File: config.mk
export PLATFORM = sky130hd
export DESIGN_NAME = lsu_lane_align
export DESIGN_NICKNAME = d
export VERILOG_FILES = /design/src/rtl/lsu_lane_align.sv
export SDC_FILE = /design/constraint.sdc
export NUM_CORES = 1
export LEC_CHECK = 0
export ABC_AREA = 0
export BUFFER_PORTS_ARGS = -buffer_cell sky130_fd_sc_hd__buf_2
export CORE_ASPECT_RATIO = 1.4
export CORE_MARGIN = 2
export CORE_UTILIZATION = 44
export CTS_CLUSTER_SIZE = 14
export DETAILED_ROUTE_END_ITERATION = 10
export PLACE_DENSITY_LB_ADDON = 0.1
export SLEW_MARGIN = 40
export SYNTH_ARGS = -nofsm -noshare
export SYNTH_HDL_FRONTEND = slang
export SYNTH_SLANG_ARGS = --single-unit
File: constraint.sdc
create_clock -name clk -period 2.3 [get_ports clk]
set_input_delay 0.115 -clock clk [delete_from_list [all_inputs] [get_ports clk]]
set_output_delay 0.115 -clock clk [all_outputs]
set_load 0.1 [all_outputs]
File: src/rtl/lsu_lane_align.sv
module lsu_lane_align #(
  parameter int OFS_W = 16
) (
  input  logic             clk,
  input  logic             rst_n,
  input  logic             req_valid,
  input  logic             req_write,
  input  logic [1:0]       req_size,
  input  logic             req_unsigned,
  input  logic [31:0]      base,
  input  logic [OFS_W-1:0] offset,
  input  logic [31:0]      wr_src,
  output logic [29:0]      mem_addr,
  output logic             mem_rd,
  output logic             mem_wr,
  output logic [3:0]       mem_be,
  output logic [31:0]      mem_wdata,
  input  logic [31:0]      mem_rdata,
  output logic             align_err,
  output logic             ld_valid,
  output logic [31:0]      ld_data
);
  localparam logic [1:0] SZ_B = 2'b00;
  localparam logic [1:0] SZ_H = 2'b01;
  localparam logic [1:0] SZ_W = 2'b10;
  localparam int EXT_W = 32 - OFS_W;

  logic [31:0] ea;
  logic [1:0]  lane;
  logic        mis;
  logic        go;
  logic [3:0]  be_sel;

  assign ea       = base + {{EXT_W{offset[OFS_W-1]}}, offset};
  assign lane     = ea[1:0];
  assign mem_addr = ea[31:2];

  always_comb begin
    case (req_size)
      SZ_B:    mis = 1'b0;
      SZ_H:    mis = lane[0];
      SZ_W:    mis = |lane;
      default: mis = 1'b1;
    endcase
  end

  assign go        = req_valid & ~mis;
  assign align_err = req_valid & mis;
  assign mem_wr    = go & req_write;
  assign mem_rd    = go & ~req_write;

  always_comb begin
    case (req_size)
      SZ_B:    be_sel = 4'b1000 >> lane;
      SZ_H:    be_sel = lane[1] ? 4'b0011 : 4'b1100;
      SZ_W:    be_sel = 4'b1111;
      default: be_sel = 4'b0000;
    endcase
  end
  assign mem_be = mem_wr ? be_sel : 4'b0000;

  always_comb begin
    case (req_size)
      SZ_B:    mem_wdata = {4{wr_src[7:0]}};
      SZ_H:    mem_wdata = {2{wr_src[15:0]}};
      default: mem_wdata = wr_src;
    endcase
  end

  logic       ld_valid_q;
  logic [1:0] ld_lane_q;
  logic [1:0] ld_size_q;
  logic       ld_uns_q;

  always_ff @(posedge clk or negedge rst_n) begin
    if (!rst_n) begin
      ld_valid_q <= 1'b0;
      ld_lane_q  <= 2'b00;
      ld_size_q  <= SZ_W;
      ld_uns_q   <= 1'b0;
    end else begin
      ld_valid_q <= mem_rd;
      if (mem_rd) begin
        ld_lane_q <= lane;
        ld_size_q <= req_size;
        ld_uns_q  <= req_unsigned;
      end
    end
  end

  logic [7:0]  byte_v;
  logic [15:0] half_v;
  logic [31:0] shifted;

  assign shifted = mem_rdata << {ld_lane_q, 3'b000};
  assign byte_v  = shifted[31:24];
  assign half_v  = shifted[31:16];
  assign ld_valid = ld_valid_q;

  always_comb begin
    if (!ld_valid_q) ld_data = 32'h0;
    else begin
      case (ld_size_q)
        SZ_B:    ld_data = {{24{byte_v[7] & ~ld_uns_q}}, byte_v};
        SZ_H:    ld_data = {{16{half_v[15] & ~ld_uns_q}}, half_v};
        default: ld_data = mem_rdata;
      endcase
    end
  end


  be_on_write_chk: assert property (@(posedge clk) disable iff (!rst_n)
    mem_wr |-> mem_be != 4'b0000);

  byte_one_lane_chk: assert property (@(posedge clk) disable iff (!rst_n)
    (mem_wr && req_size == SZ_B) |-> $countones(mem_be) == 1);

  half_two_lane_chk: assert property (@(posedge clk) disable iff (!rst_n)
    (mem_wr && req_size == SZ_H) |-> $countones(mem_be) == 2);

  err_blocks_mem_chk: assert property (@(posedge clk) disable iff (!rst_n)
    align_err |-> !mem_wr && !mem_rd);

  load_follows_rd_chk: assert property (@(posedge clk) disable iff (!rst_n)
    mem_rd |=> ld_valid);

  idle_data_zero_chk: assert property (@(posedge clk) disable iff (!rst_n)
    !ld_valid |-> ld_data == 32'h0);
endmodule

==> results.toml <==
[clock_tree]
cts_max_level = 1
path_clk_slew_ps = 40
cts_sinks = 6
numCtsBuffers = 3
worstSkewPairLatency_ps = 220
root_buffer = "clkbuf_8"
cts_tree = "done"
cts_buffer_depth = 2

[routing]
ant_nets = 0
route.detailed.wl_per_inst_um = 17.1
totalWireLength_um = 14000
firstDrtPassIters = 7
drc_errors = 0
drt-initial-drc-count = 271
via_per_inst = 5.66
via_count = 4650

[grt]
grt_pass1_vias = 4511
antenna_found_initial = 0
grt_pass1_wl_um = 20300
grt_use_total = 0.290
grt_overflow = 0
grt_max_degree = 28

[timing]
maxSlewHeadroom = 0.600
layout_min_cycle_time_ps = 2420
finalSetupTns_ps = -708
timing.final.ws_setup_ps = -122
holdWs_ps = 87.2
worst_pin_slew_ps = 598
finalClockSkew_ps = 0
slew_viol_final = 0
setup_violations = 10
finalHoldViolations = 0
max_freq_ghz = 0.413
finalCritPeriodShare = 1.05
rsz0062_at_grt = "true"

[pwr]
peakVddDrop_v = 0.000714
powerDensity_nw_per_um2 = 688
power_leakage_uw = 0.00301

[floorplan]
io_pins = 221
core-area_sq_um = 7650
initial_core_util = 0.445
die_h_um = 108
die_w_um = 78.4
core.rowCount = 38
die_area_sq_um = 8470

[logic_synthesis]
synth_top_cell_area_share = 0.114
async_flop_share = 1.00
synth_area_per_cell_sq_um = 7.08
syn-cell-area_sq_um = 3410
yosysWarningCount = 0
yosysMostFrequentCell = "nand2_1"
synthXorXnorAreaFrac = 0.0746
synth_seq_cells = 6
synth_nets = 632
synth_top_family_by_area = "compound AO/OA/AOI/OAI gates"
seq_area_frac_synth = 0.0444
netlist_top_cells_count = "59 x nand2_1, 57 x a21oi_1, 38 x buf_4"
synth.area.top_cells = "ha_1 11%, a21oi_1 8.4%, buf_4 8.4%"
yosysTopAreaCell = "ha_1"
synthSimpleGateAreaFrac = 0.170
synthCells = 481
synthFlopType = "dfrtp_1"
synth_edf_count = 0
muxShareOfSynthArea = 0.136
synth_compound_area_frac = 0.310
yosys.area_share.adder = 0.120
yosys.cell_types.count = 55

[placement]
dpl.cell_count = 806
gp_congestion = 0.913
port_buffers = 220
hpwl_um = 10600

[layout]
syn2layout_area_growth_pct = 89.6
nFillCells = 425
final_nets = 873
final_cells = 821
drive_gt1_frac = 0.585
insertedDiodeCount = 0

[worst_hold_path]
hold_class = "in -> reg"

[worst_setup_path]
crit_path_end_kind = "output pin"
crit_type = "in -> out"
required_ps = 2180
worstPathMaxFanout = 9
cp.arrival_ps = 2310
cp-start-kind = "primary input"

[status]
status = "finished, violations left"
violations = "setup timing"

[run]
cap_violations = 0
registers in the layout, summed over array words and instances, names as in the netlist:
signal / flops
ld_lane_q: 2
ld_size_q: 2
ld_uns_q: 1
ld_valid: 1
cell type report:
class | count | area, sq um | area share
Multi-Input combinational cell | 383 | 3490 | 0.540
Sequential cell | 6 | 151 | 0.0234
Inverter | 32 | 124 | 0.0192
Tap cell | 100 | 125 | 0.0194
Timing Repair Buffer | 296 | 2530 | 0.391
Clock buffer | 4 | 45.0 | 0.00697
worst max-delay path, cell delays in order:
cell	delay [ps]
buf_6	140
buf_4	170
ha_1	400
a21o_1	200
a21o_1	200
a211oi_1	340
nor3_1	130
a21oi_2	140
xnor2_1	130
bufbuf_16	330
placed cells by master, fill, tap and decap left out, types with 7 or more instances in the layout:
cell type / count
xor2_1: 7
o21ai_1: 13
buf_2: 155
a222oi_1: 8
buf_6: 10
nand4_1: 8
nand2_1: 57
mux2i_1: 8
buf_4: 72
a21oi_1: 25
xnor2_1: 16
a21oi_2: 11
nor2_1: 21
ha_4: 14
o21a_1: 8
nor2b_2: 8
inv_1: 30
a21oi_4: 22
clkbuf_4: 11
mux4_2: 8
mux2_2: 17
a21o_1: 11
ha_1: 13
o21ai_0: 25
buf_12: 40
layer usage:
| layer | vias to the layer above | GRT usage | part of all wire |
|---|---|---|---|
| met1 | 2180 | 0.317 | 0.36 |
| met3 | 35 | 0.0376 | 0.071 |
| met2 | 249 | 0.563 | 0.55 |
| met5 | - | 0 | 0 |
| li1 | 2186 | - | - |
| met4 | 0 | 0.104 | 0.027 |
power by group:
group	total (uW)	internal (uW)	switching [uW]
Clock	166	119	46.7
Combinational	4110	1460	2650
Sequential	167	132	34.8
worst paths after layout:
check / to / slack [ps] / startpoint / cells past startpoint
worst max-delay path: mem_addr[28] / -120 / offset[15] / 10
worst min-delay path: ld_uns_q$_DFFE_PN0P_ / 90 / req_unsigned / 3
worst max register to register: ld_size_q[1]$_DFFE_PN1P_ / 1270 / ld_size_q[1]$_DFFE_PN1P_ / 3
worst min register to register: ld_uns_q$_DFFE_PN0P_ / 520 / ld_uns_q$_DFFE_PN0P_ / 2
max in group asynchronous: ld_size_q[1]$_DFFE_PN1P_ / 1810 / rst_n / 2
min in group asynchronous: ld_uns_q$_DFFE_PN0P_ / 270 / rst_n / 2
kinds of logic (layout without fill, tap and decap cells):
family	Yosys count	count (layout)
AOI/OAI and AO/OA	162	162
DFF	6	6
adders and majority gates	32	32
buffers and inverters	92	332
muxes	34	34
and+or+nand+nor	126	126
xor gates and xnor gates	29	29
per-stage QoR:
stage	utilization	instance area [sq um]	setup WS, ps	total power, uW
5_1_grt	0.844	6460	-233	4620
4_1_cts	0.788	6040	-110	4250
2_1_floorplan	-	3670	-559	2940
6_report	0.844	6460	-122	4440
3_3_place_gp	0.743	5690	-314	3890
3_5_place_dp	0.743	5690	-366	3930
what timing repair did:
item,CTS,global route
setup endpoints to repair,19,32
gates resized for setup,40,68
hold buffers,1,0
endpoints found under the hold margin,6,0
pin swaps,23,39
setup buffers,6,6
No activity file was read; power rests on OpenSTA's default activity.
